[src/rtl/adcfc_pkg.sv]
// Shared constants and types for the serial frame controller.
package adcfc_pkg;
    parameter int RES_W     = 12;   // result width
    parameter int CH_W      = 3;    // channel code width
    parameter int SLOT_LEN  = 16;   // serial clocks per conversion slot
    parameter int TRACK_LEN = 3;    // serial clocks of track phase
    parameter int CTRL_LEN  = 8;    // control bits per slot
    parameter int ADDR_LSB  = 3;    // lowest control bit of channel field

    // Phase of the current slot as seen from outside.
    typedef enum logic [2:0] {
        PH_OFF,     // chip select high
        PH_WAIT,    // selected, no falling edge yet
        PH_TRACK,   // acquiring
        PH_CONV,    // converting and shifting
        PH_REST     // between falling edge SLOT_LEN and the next slot
    } phase_e;
endpackage

[src/rtl/adcfc_edge.sv]
// Rebuilds the gated internal serial clock and detects its edges.
// Assumes each sclk / cs_n level lasts at least two clk cycles.
// The internal clock is forced high while cs_n is high, so a cs_n fall
// with sclk low yields a falling edge, and a cs_n rise is never counted.
module adcfc_edge (
    input  logic clk,
    input  logic rst_n,
    input  logic cs_n,
    input  logic sclk,
    output logic fall_ev,
    output logic rise_ev
);
    logic iclk_d;
    logic iclk_q;

    assign iclk_d = sclk | cs_n;

    // Remember the previous internal clock level.
    always_ff @(posedge clk) begin
        if (!rst_n) iclk_q <= 1'b1;
        else        iclk_q <= iclk_d;
    end

    // Edge strobes, valid for one clk cycle; rising ones only inside a frame.
    always_comb begin
        fall_ev = iclk_q & ~iclk_d;
        rise_ev = ~iclk_q & iclk_d & ~cs_n;
    end
endmodule

[src/rtl/adcfc_seq.sv]
// Slot sequencer: counts falling and rising serial edges within a slot,
// derives the phase and issues the hold strobe.
// Assumes strobes from adcfc_edge; counters clear while cs_n is high.
module adcfc_seq #(
    parameter int SLOT_LEN  = 16,
    parameter int TRACK_LEN = 3,
    parameter int CNT_W     = 5
) (
    input  logic               clk,
    input  logic               rst_n,
    input  logic               cs_n,
    input  logic               fall_ev,
    input  logic               rise_ev,
    output logic [CNT_W-1:0]   fnext,
    output logic [CNT_W-1:0]   rnext,
    output adcfc_pkg::phase_e  phase,
    output logic               conv_start,
    output logic               hold_pulse
);
    import adcfc_pkg::*;

    localparam logic [CNT_W-1:0] LAST  = CNT_W'(SLOT_LEN);
    localparam logic [CNT_W-1:0] TRK_E = CNT_W'(TRACK_LEN);
    localparam logic [CNT_W-1:0] ONE   = CNT_W'(1);

    logic [CNT_W-1:0] fcnt_q;
    logic [CNT_W-1:0] rcnt_q;

    // Next edge indices, wrapping after the last edge of a slot.
    always_comb begin
        fnext = (fcnt_q == LAST) ? ONE : fcnt_q + ONE;
        rnext = (rcnt_q == LAST) ? ONE : rcnt_q + ONE;
    end

    // A falling edge opens a new slot when nothing or a full slot precedes it.
    assign conv_start = fall_ev && ((fcnt_q == '0) || (fcnt_q == LAST));

    // Falling edge counter.
    always_ff @(posedge clk) begin
        if (!rst_n || cs_n) fcnt_q <= '0;
        else if (fall_ev)   fcnt_q <= fnext;
    end

    // Rising edge counter.
    always_ff @(posedge clk) begin
        if (!rst_n || cs_n) rcnt_q <= '0;
        else if (rise_ev)   rcnt_q <= rnext;
    end

    // Hold strobe on the falling edge that ends tracking.
    always_ff @(posedge clk) begin
        if (!rst_n || cs_n) hold_pulse <= 1'b0;
        else                hold_pulse <= fall_ev && (fcnt_q == TRK_E);
    end

    // Phase decode from the edge count.
    always_comb begin
        if (cs_n)                 phase = PH_OFF;
        else if (fcnt_q == '0)    phase = PH_WAIT;
        else if (fcnt_q <= TRK_E) phase = PH_TRACK;
        else if (fcnt_q == LAST)  phase = PH_REST;
        else                      phase = PH_CONV;
    end
endmodule

[src/rtl/adcfc_ctrl.sv]
// Control input: keeps only the channel field of each control byte and
// commits it once all control edges of the slot are seen.
// Assumes rnext from adcfc_seq; the committed code survives chip select.
module adcfc_ctrl #(
    parameter int CTRL_LEN = 8,
    parameter int ADDR_LSB = 3,
    parameter int CH_W     = 3,
    parameter int CNT_W    = 5
) (
    input  logic             clk,
    input  logic             rst_n,
    input  logic             rise_ev,
    input  logic [CNT_W-1:0] rnext,
    input  logic             din,
    input  logic             conv_start,
    output logic [CH_W-1:0]  cur_ch
);
    // Rising edge indices of the first and last channel field bit.
    localparam logic [CNT_W-1:0] FLD_FIRST = CNT_W'(CTRL_LEN - ADDR_LSB - CH_W + 1);
    localparam logic [CNT_W-1:0] FLD_LAST  = CNT_W'(CTRL_LEN - ADDR_LSB);
    localparam logic [CNT_W-1:0] COMMIT    = CNT_W'(CTRL_LEN);

    logic [CH_W-1:0] fld_sh;
    logic [CH_W-1:0] next_ch;
    logic            in_field;

    assign in_field = (rnext >= FLD_FIRST) && (rnext <= FLD_LAST);

    // Shift in the channel field bits; other control bits are dropped.
    always_ff @(posedge clk) begin
        if (!rst_n)                   fld_sh <= '0;
        else if (rise_ev && in_field) fld_sh <= (fld_sh << 1) | CH_W'(din);
    end

    // Commit the code after the last control edge of the slot.
    always_ff @(posedge clk) begin
        if (!rst_n)                          next_ch <= '0;
        else if (rise_ev && rnext == COMMIT) next_ch <= fld_sh;
    end

    // Latch the channel of the slot that is starting.
    always_ff @(posedge clk) begin
        if (!rst_n)          cur_ch <= '0;
        else if (conv_start) cur_ch <= next_ch;
    end
endmodule

[src/rtl/adcfc_out.sv]
// Result path: captures the sample at the hold strobe and shifts it out
// behind the leading zeros, one bit per falling serial edge.
// Assumes the hold strobe precedes the first data edge by several clks.
module adcfc_out #(
    parameter int RES_W    = 12,
    parameter int SLOT_LEN = 16,
    parameter int CNT_W    = 5
) (
    input  logic             clk,
    input  logic             rst_n,
    input  logic             cs_n,
    input  logic             fall_ev,
    input  logic [CNT_W-1:0] fnext,
    input  logic             hold_pulse,
    input  logic [RES_W-1:0] smp_data,
    output logic             dout
);
    localparam logic [CNT_W-1:0] LEAD = CNT_W'(SLOT_LEN - RES_W);

    logic [RES_W-1:0] res_sh;
    logic             data_edge;

    assign data_edge = fall_ev && (fnext > LEAD);

    // Load the sample at hold, then move one bit up per data edge.
    always_ff @(posedge clk) begin
        if (!rst_n)          res_sh <= '0;
        else if (hold_pulse) res_sh <= smp_data;
        else if (data_edge)  res_sh <= res_sh << 1;
    end

    // Output bit: zero outside a frame and in the leading positions.
    always_ff @(posedge clk) begin
        if (!rst_n || cs_n) dout <= 1'b0;
        else if (data_edge) dout <= res_sh[RES_W-1];
        else if (fall_ev)   dout <= 1'b0;
    end
endmodule

[src/rtl/adcfc_top.sv]
// Serial frame controller for an eight-channel 12-bit converter.
// Assumes serial pins stable for at least three clk cycles per level.
module adcfc_top #(
    parameter int RES_W     = adcfc_pkg::RES_W,
    parameter int CH_W      = adcfc_pkg::CH_W,
    parameter int SLOT_LEN  = adcfc_pkg::SLOT_LEN,
    parameter int TRACK_LEN = adcfc_pkg::TRACK_LEN,
    parameter int CTRL_LEN  = adcfc_pkg::CTRL_LEN,
    parameter int ADDR_LSB  = adcfc_pkg::ADDR_LSB
) (
    input  logic             clk,
    input  logic             rst_n,
    input  logic             cs_n,
    input  logic             sclk,
    input  logic             din,
    input  logic [RES_W-1:0] smp_data,
    output logic             dout,
    output logic             dout_oe,
    output logic             smp_req,
    output logic [CH_W-1:0]  smp_ch,
    output logic             trk,
    output logic             pwr_dn
);
    import adcfc_pkg::*;

    localparam int CNT_W = $clog2(SLOT_LEN + 1);

    logic             fall_ev;
    logic             rise_ev;
    logic [CNT_W-1:0] fnext;
    logic [CNT_W-1:0] rnext;
    phase_e           phase;
    logic             conv_start;
    logic             hold_pulse;

    adcfc_edge u_edge (
        .clk(clk), .rst_n(rst_n), .cs_n(cs_n), .sclk(sclk),
        .fall_ev(fall_ev), .rise_ev(rise_ev)
    );

    adcfc_seq #(.SLOT_LEN(SLOT_LEN), .TRACK_LEN(TRACK_LEN), .CNT_W(CNT_W)) u_seq (
        .clk(clk), .rst_n(rst_n), .cs_n(cs_n), .fall_ev(fall_ev), .rise_ev(rise_ev),
        .fnext(fnext), .rnext(rnext), .phase(phase),
        .conv_start(conv_start), .hold_pulse(hold_pulse)
    );

    adcfc_ctrl #(.CTRL_LEN(CTRL_LEN), .ADDR_LSB(ADDR_LSB), .CH_W(CH_W), .CNT_W(CNT_W)) u_ctrl (
        .clk(clk), .rst_n(rst_n), .rise_ev(rise_ev), .rnext(rnext), .din(din),
        .conv_start(conv_start), .cur_ch(smp_ch)
    );

    adcfc_out #(.RES_W(RES_W), .SLOT_LEN(SLOT_LEN), .CNT_W(CNT_W)) u_out (
        .clk(clk), .rst_n(rst_n), .cs_n(cs_n), .fall_ev(fall_ev), .fnext(fnext),
        .hold_pulse(hold_pulse), .smp_data(smp_data), .dout(dout)
    );

    // Port level indications.
    assign dout_oe = ~cs_n;
    assign smp_req = hold_pulse;
    assign trk     = (phase == PH_TRACK);
    assign pwr_dn  = (phase == PH_OFF) || (phase == PH_REST);
endmodule

[config.mk]
export PLATFORM = sky130hd
export DESIGN_NAME = adcfc_top
export DESIGN_NICKNAME = d
export VERILOG_FILES = /design/src/rtl/adcfc_pkg.sv /design/src/rtl/adcfc_edge.sv /design/src/rtl/adcfc_seq.sv /design/src/rtl/adcfc_ctrl.sv /design/src/rtl/adcfc_out.sv /design/src/rtl/adcfc_top.sv
export SDC_FILE = /design/constraint.sdc
export NUM_CORES = 1
export LEC_CHECK = 0
export ABC_AREA = 0
export BUFFER_PORTS_ARGS = -buffer_cell sky130_fd_sc_hd__buf_2
export CAP_MARGIN = 20
export CORE_MARGIN = 8
export CORE_UTILIZATION = 57
export DETAILED_ROUTE_END_ITERATION = 7
export GPL_TIMING_DRIVEN = 0
export PLACE_DENSITY = 0.91
export SLEW_MARGIN = 10
export SYNTH_ARGS = -nofsm -noshare
export SYNTH_HDL_FRONTEND = slang
export SYNTH_HIERARCHICAL = 1
export SYNTH_SLANG_ARGS = --single-unit
[constraint.sdc]
create_clock -name clk -period 2.4 [get_ports clk]
set_clock_uncertainty 0.2 [all_clocks]
set_input_delay 0 -clock clk [delete_from_list [all_inputs] [get_ports clk]]
set_output_delay 0 -clock clk [all_outputs]
set_load 0.005 [all_outputs]
======== Word-level counts from Yosys, hierarchy flattened ========
Cells that the tools add are included.
word-level totals
  RAM bits ................................ 0
  logic and storage cells ................. 53
  input bits .............................. 17
  bits in registers ....................... 34
  output and inout port bits .............. 8
  memories kept ........................... 0
  bits in read-only memories .............. 0
  latch bits .............................. 0
cells by class
  mux-type cells .......................... 10
  add/sub/neg operators ................... 2
  reduce and logical (&&, ||, !) cells .... 14
  multiply operators ...................... 0
  bitwise gates (word level) .............. 8
  shift operators ......................... 0
  order comparisons ....................... 4
  equality and inequality tests ........... 6
  divide/modulo/power cells ............... 0
operator list
  cell                                                                              number
  12-bit two-way mux                                                                2
  3-bit two-way mux                                                                 4
  5-bit by 1-bit adder with 5-bit output, second input constant                     2
  5-bit equality test, second input constant                                        2
  5-bit two-way mux                                                                 2
  1-bit logical AND                                                                 6
  5-bit by 2-bit equality test with 1-bit output, second input constant             1
  5-bit by 4-bit equality test with 1-bit output, second input constant             1
  5-bit by 2-bit >= comparator with 1-bit output, second input constant             1
  5-bit by 3-bit > comparator with 1-bit output, second input constant              1
  5-bit by 2-bit less-or-equal comparator with 1-bit output, second input constant  1
  5-bit by 3-bit less-or-equal comparator with 1-bit output, second input constant  1
  5-bit logical NOT                                                                 1
  2-bit nonzero test                                                                2
  1-bit AND                                                                         3
  3-bit by 2-bit equality test with 1-bit output, second input constant             1
  3-bit equality test, second input constant                                        1
  3-bit logical NOT                                                                 1
  1-bit logical OR                                                                  3
  1-bit NOT                                                                         3
  3-bit by 1-bit bitwise OR with 3-bit output                                       1
  1-bit two-way mux                                                                 2
  1-bit logical NOT                                                                 1
  1-bit bitwise OR                                                                  1

======== Logic depth before layout (Yosys ltp) ========
Gate-level depths: netlist of run 1.
  depth in word-level cells ............... 7
  gate-level depth with buffers ........... 9
  mapped depth without buffers ............ 8

======== Cells and area by module ========
Netlist of run 1, hierarchy kept.
by module, submodules not included
  module      instances  area each (um^2)  cells each  sequential area each (um^2)
  adcfc_seq   1          737.0             93          220.2
  adcfc_out   1          686.9             73          260.2
  adcfc_ctrl  1          391.6             39          180.2
  adcfc_edge  1          43.8              4           20.0
  adcfc_top   1          20.0              3           0.0

======== Worst setup path before layout of run 1 ========
OpenSTA, ideal clock, no wires.
  path type ............................... register -> register
  from .................................... reg u_seq.fcnt_q[0]
  to ...................................... reg u_out.res_sh[11]
  arrival ................................. 1.796 ns
  stages on the path, launching flop included .. 9
  path slack .............................. 0.282 ns
  path buffers ............................ 1
  period minus slack after synthesis ...... 2.118 ns
  data required time ...................... 2.078 ns
  setup time .............................. 0.122 ns
  cell sequence ........................... dfxtp_1 > inv_2 > ha_1 > and4bb_4 > nor2_1 > o211ai_2 > buf_2 > and3_1 > o311a_1
between the ends
  word-level cells in the longest chain between the ends .. 5
ends and longest elaborated chain
  what                                                                           RTL line         text
  start: declaration                                                             adcfc_seq.sv:26  logic [CNT_W-1:0] fcnt_q;
  start signal: assignment                                                       adcfc_seq.sv:41  else if (fall_ev) fcnt_q <= fnext;
  5-bit by 1-bit adder with 5-bit output or 5-bit equality test (tied branches)  adcfc_seq.sv:31  fnext = (fcnt_q == LAST) ? ONE : fcnt_q + ONE;
  5-bit two-way mux (*)                                                          adcfc_seq.sv:31
  via fnext[2]                                                                   adcfc_top.sv:30  logic [CNT_W-1:0] fnext;
  5-bit by 3-bit > comparator with 1-bit output (*)                              adcfc_out.sv:23  assign data_edge = fall_ev && (fnext > LEAD);
  1-bit logical AND (*)                                                          adcfc_out.sv:23
  2-bit nonzero test (no line) (*)                                               -
  end signal: assignment                                                         adcfc_out.sv:28  else if (hold_pulse) res_sh <= smp_data;
  end signal: assignment                                                         adcfc_out.sv:29  else if (data_edge) res_sh <= res_sh << 1;
  end: declaration                                                               adcfc_out.sv:20  logic [RES_W-1:0] res_sh;
Mark *: on every way through the listed nets, which the timed path passes. The rest lies on a longest branch.
A chain may end at the register's enable or synchronous reset.

======== Worst setup path in the final report of run 1 ========
  from .................................... reg u_seq.fcnt_q[0]
  to ...................................... reg u_out.res_sh[9]
Same word-level chain as after synthesis.

==> impl_metrics.json, run 1 <==
{
  "timing.final.ws_setup_ps": 121.9,
  "place_ws_ps": 93.83,
  "dr.first_iter.drc_count": 114,
  "cts_buffers": 5,
  "cts_tree": "built",
  "synthFlopType": "dfxtp_1",
  "finish.net_count": 283,
  "hold_violations": 0,
  "wl_per_cell_um": 14.42,
  "via_count": 1771,
  "clk_pin_slew_worst_paths_ps": 100,
  "dr_wl_met2_um": 2149,
  "synthArstFlopShare_pct": 0,
  "core_area_um2": 3258,
  "worstSetupEndpointType": "flop",
  "crit_path_max_fanout": 10,
  "drv_cap": 0,
  "stdcell_count": 309,
  "startpoint_type": "flop",
  "final.setup.tns_ps": 0,
  "dp.cells": 282,
  "critPathKind": "reg2reg",
  "post_dp_cell_area_um2": 2057,
  "root_buffer": "clkbuf_4",
  "syn_area_um2": 1879,
  "initial_core_util_pct": 57.68,
  "yosysWarningCount": 6,
  "synth.area.top_cells": "dfxtp_1, o311a_1, nand2b_1",
  "synth_nets": 233,
  "pwr_density_cell_nw_per_um2": 455.2,
  "cts.sinks": 34,
  "grt_pass1_wl_um": 7541,
  "area_growth_syn_to_layout_pct": 24.23,
  "yosysUniqueCellTypes": 47,
  "die_width_um": 73.42,
  "grt_overflow": 0,
  "clock_latency_ps": 340,
  "worstPathRequired_ps": 2440,
  "drc": 0,
  "design_area_um2": 2335,
  "synth_top_area_share_pct": 36.22,
  "synth_largest_area_cell": "dfxtp_1",
  "viasPerCell": 5.731,
  "nFillCells": 266,
  "relSlewSlack_pct": 62.88,
  "port_buffers": 24,
  "drt-met1-wl_um": 2025,
  "h-tree-depth": 2,
  "report.final.slew_viol_count": 0,
  "period_needed_ps": 2278,
  "setup_viol": 0,
  "ir_worst_vdd_v": 0.0003141,
  "drtAntennaViolNets": 0,
  "syn_inst": 212,
  "fmax_mhz": 439.0,
  "ys_ff_latch": 34,
  "yosysSeqAreaShare_pct": 36.22,
  "dieArea_um2": 5391,
  "num_antenna_cells": 0,
  "gp_congestion": 0.8801,
  "grt_max_degree": 13,
  "synth.most_common_cell": "dfxtp_1",
  "top_layer": "met4",
  "final_util_pct": 71.66,
  "antenna_found_initial": 0,
  "hold_class": "in2reg",
  "placementRows": 21,
  "dr_wl_met3_um": 236,
  "status": "completed",
  "r2r_cells": 8,
  "io_pins": 25,
  "whs_path_depth": 4,
  "fin_crit_sh_pct": 94.92,
  "clockBufferDepth": 2,
  "avgSynthCellArea_um2": 8.865,
  "final_layout_size_suffix_gt1_share_pct": 20.91,
  "holdWs_ps": 278.2,
  "fin_total_pwr_mw": 1.063,
  "totalWireLength_um": 4456,
  "dr.pass1.iters": 5,
  "grt_pass1_vias": 1650,
  "cp.arrival_ps": 2310,
  "die_height_um": 73.42,
  "power_leakage_nw": 0.9340,
  "synth_edf_count": 0,
  "grt_setup_unrepaired": "no",
  "synthTopCellsByCount": "dfxtp_1, nand2b_1, nor2_1, and3_1",
  "grtUsageTotal_pct": 17.66,
  "worstMarginPinSlew_ps": 555.6,
  "hpwlAfterDp_um": 2969
}
==> layout make-up <==
cell class              instances  area, um2  area share (%)
multi-input cells             157       1112           47.64
flip-flops and latches         34      683.2           29.26
repair buffers                 43      310.3           13.29
plain buffers                  14      67.56           2.894
well taps                      46      57.56           2.465
clock inverters                 3      40.04           1.715
clock buffers                   5      37.54           1.608
inverters                       7      26.28           1.125
==> cells in the final DEF (no fill, tap or decap), types with 3 or more instances in the layout <==
master	n
nand4_1	3
buf_2	30
nand2b_1	17
a21oi_1	11
or3_1	3
clkbuf_1	6
dfxtp_1	32
a31oi_1	3
ha_1	4
nand2_1	11
nand3_1	8
o21ai_0	4
a21boi_1	4
clkbuf_4	5
mux2i_1	8
o21ai_1	4
a21boi_0	8
inv_1	5
and3_1	12
o311a_1	11
dlygate4sd3_1	19
xnor2_1	3
nor2_1	13
==> power breakdown <==
part | internal [mW] | switching (mW) | leakage (nW)
Clock | 0.216 | 0.200 | 0.0450
Combinational | 0.0447 | 0.0348 | 0.614
Sequential | 0.565 | 0.00164 | 0.275
Total | 0.826 | 0.237 | 0.934
==> flip-flops by register name, summed over array words and instances (netlist names) <==
register          cells
u_ctrl/fld_sh         3
u_out/dout            1
u_ctrl/cur_ch         3
u_seq/hold_pulse      1
u_out/res_sh         12
u_edge/iclk_q         1
u_ctrl/next_ch        3
u_seq/rcnt_q          5
u_seq/fcnt_q          5
==> cells by family after synthesis <==
group           synth area share (%)
compound gates                 21.11
xor+xnor                       2.796
fa+ha+maj                      2.663
buf+inv                        4.993
flops                          36.22
mux                            4.261
simple gates                   27.96
==> path summary, 6_finish.rpt <==
check | from | endpoint | slack, ps
min reg2reg | u_ctrl/fld_sh[2] | u_ctrl/fld_sh[2] | 280
max reg2reg | u_seq/fcnt_q[0] | u_out/res_sh[9] | 120
min | smp_data[0] | u_out/res_sh[0] | 280
max | u_seq/fcnt_q[0] | u_out/res_sh[9] | 120
==> critical path, stage by stage (launching register included) <==
cell      delay (ps)
dfxtp_2          400
inv_2             50
ha_1             270
and4bb_4         240
nor2_1           120
o211ai_2         150
buf_2            240
and3_1           190
o311a_1          320
==> per-layer routing <==
metal  vias to the layer above  global-route usage (%)
met5                         -                       0
met4                         0                   5.987
met3                         6                   4.911
met2                        54                   30.29
met1                       843                   20.45
li1                        868                       -
==> repair_timing <==
action	CTS	global route
gates resized for setup	0	3
endpoints found under the setup margin	0	12
endpoints found under the hold margin	27	0
hold buffers	19	0
buffers inserted	0	0
(Power assumes the default switching activity.)
==> inputs of run 2 (changes only) <==
--- a/config.mk
+++ b/config.mk
@@ -9,10 +9,11 @@
 export BUFFER_PORTS_ARGS = -buffer_cell sky130_fd_sc_hd__buf_2
 export CAP_MARGIN = 20
 export CORE_MARGIN = 8
-export CORE_UTILIZATION = 57
+export CORE_UTILIZATION = 55
 export DETAILED_ROUTE_END_ITERATION = 7
 export GPL_TIMING_DRIVEN = 0
-export PLACE_DENSITY = 0.91
+export PLACE_DENSITY = 0.89
+export REMOVE_ABC_BUFFERS = 1
 export SLEW_MARGIN = 10
 export SYNTH_ARGS = -nofsm -noshare
 export SYNTH_HDL_FRONTEND = slang
==> impl_metrics.json, run 2 (same netlist as run 1, synthesis figures left out) <==
{
  "slowest_stage": "dfxtp_4",
  "final.setup.tns_ps": 0,
  "initial_core_util_pct": 56.76,
  "largest-register": "u_out/res_sh",
  "clock_latency_ps": 330,
  "die_width_um": 74.46,
  "io_pins": 25,
  "root_buffer": "clkbuf_4",
  "num_antenna_cells": 0,
  "h-tree-depth": 2,
  "stdcell_count": 299,
  "core_area_um2": 3311,
  "viasPerCell": 5.645,
  "hold_class": "in2reg",
  "final_util_pct": 69.58,
  "final_layout_size_suffix_gt1_share_pct": 20.16,
  "period_needed_ps": 2299,
  "dp.cells": 269,
  "design_area_um2": 2303,
  "path_cells": "inv_2 > ha_1 > and4bb_4 > nor2_1 > o211ai_4 > and3_1 > o311a_1",
  "final_cell_mix": "dfxtp_1, buf_2, dlygate4sd3_1, nand2b_1, nor2_1",
  "status": "completed",
  "worstMarginPinSlew_ps": 924.6,
  "cts_buffers": 5,
  "drtAntennaViolNets": 0,
  "hold_violations": 0,
  "grt_setup_unrepaired": "no",
  "grt_overflow": 0,
  "fin_crit_sh_pct": 95.77,
  "gp_congestion": 0.8281,
  "hpwlAfterDp_um": 2594,
  "ir_worst_vdd_v": 0.0003179,
  "dr.pass1.iters": 4,
  "startpoint_type": "flop",
  "via_count": 1688,
  "report.final.slew_viol_count": 0,
  "grtUsageTotal_pct": 15.99,
  "clockBufferDepth": 2,
  "cts.sinks": 34,
  "area_growth_syn_to_layout_pct": 22.57,
  "dieArea_um2": 5544,
  "pwr_density_cell_nw_per_um2": 405.0,
  "final_common_cell": "dfxtp_1",
  "grt_pass1_vias": 1651,
  "fmax_mhz": 435.1,
  "setup_viol": 0,
  "cp.arrival_ps": 2320,
  "max_stage_delay_ps": 400,
  "switching_power_mw": 0.2138,
  "grt_pass1_wl_um": 6989,
  "grt_max_degree": 26,
  "antenna_found_initial": 0,
  "cts_tree": "built",
  "power_frac_comb_pct": 8.5,
  "worstPathRequired_ps": 2420,
  "relSlewSlack_pct": 38.22,
  "finish.net_count": 274,
  "fin_total_pwr_mw": 0.9330,
  "wl_per_cell_um": 13.82,
  "worstSetupEndpointType": "flop",
  "p_sw_share_pct": 22.91,
  "post_dp_cell_area_um2": 1997,
  "die_height_um": 74.46,
  "drc": 0,
  "whs_path_depth": 4,
  "port_buffers": 24,
  "largest_register_ffs": 12,
  "seqPwrFrac_pct": 60.7,
  "drv_cap": 0,
  "rrSetupSlack_ps": 100,
  "r2r_cells": 7,
  "clk_pin_slew_worst_paths_ps": 100,
  "p_int_mw": 0.7192,
  "critPathKind": "reg2reg",
  "nFillCells": 275,
  "dr.first_iter.drc_count": 137,
  "totalWireLength_um": 4132,
  "placementRows": 21,
  "power_leakage_nw": 0.8980,
  "crit_path_max_fanout": 24,
  "clkPwrFrac_pct": 30.7,
  "largestRegisters": "u_out/res_sh x12, u_seq/fcnt_q x5, u_seq/rcnt_q x5"
}
run 2: cell types whose count changed in the layout (fill, tap and decap cells not counted), moves of 2 or more:
cell      change
buf_2         -6
clkbuf_1      -4
buf_4         +3
clkinv_2      -2
run 2: through the flow:
| step | setup slack (ps) | hold slack (ps) |
|---|---|---|
| final | 101.5 | 6.327 |
| after global routing | 9.444 | 28.65 |
| after CTS | 6.157 | 23.34 |
| after detailed placement | -625.4 | 23.10 |
| after global placement | -672.2 | 13.58 |
| after floorplan | -99.81 | -173.5 |
run 2: layer usage:
metal / up-vias / global-route usage [%] / routed length, um / share of wire, %
met5: - / 0 / 0 / 0
met4: 0 / 6.522 / 48 / 1.2
met3: 6 / 4.447 / 168 / 4.1
met2: 32 / 27.98 / 2108 / 51
met1: 800 / 17.66 / 1806 / 44
li1: 850 / - / - / -
run 2: area by class of cell:
class | count | area [um2] | area share (%)
multi-input combinational | 157 | 1141 | 49.54
timing repair buffer | 48 | 347.8 | 15.10
inverter | 7 | 26.28 | 1.141
clock buffer | 7 | 45.04 | 1.955
sequential | 34 | 685.7 | 29.77
tap | 46 | 57.56 | 2.499
run 2: critical path: cells and delay by family (launching register included):
| kind | cells | cell delay (ps) |
|---|---|---|
| AO/OA/AOI/OAI | 2 | 570 |
| buffers and inverters | 1 | 40 |
| adder cells (fa/ha/maj) | 1 | 260 |
| flip-flops | 1 | 400 |
| AND/OR/NAND/NOR | 3 | 710 |
run 2: path summary, 6_finish.rpt:
path                          from          endpoint
hold / removal                cs_n  u_seq/hold_pulse
setup / recovery   u_seq/fcnt_q[0]   u_out/res_sh[6]
setup reg to reg   u_seq/fcnt_q[0]   u_out/res_sh[6]
hold reg to reg   u_ctrl/fld_sh[2]  u_ctrl/fld_sh[2]
run 2: power groups by stage:
stage	clock [mW]	sequential, mW	combinational, mW
finish	0.287	0.566	0.0796
detailed placement	0	0.580	0.0515
global route	0.325	0.567	0.0868
global placement	0	0.580	0.0503
CTS	0.297	0.567	0.0761
floorplan	0	0.580	0.0253
run 2: repair_timing:
item                                    4_1_cts  5_1_grt
endpoints found under the setup margin       13       12
hold buffers                                 19        0
buffers inserted                              0        4
pin swaps                                     0        3
resized for setup                             4        5
hold endpoints to repair                     25        0
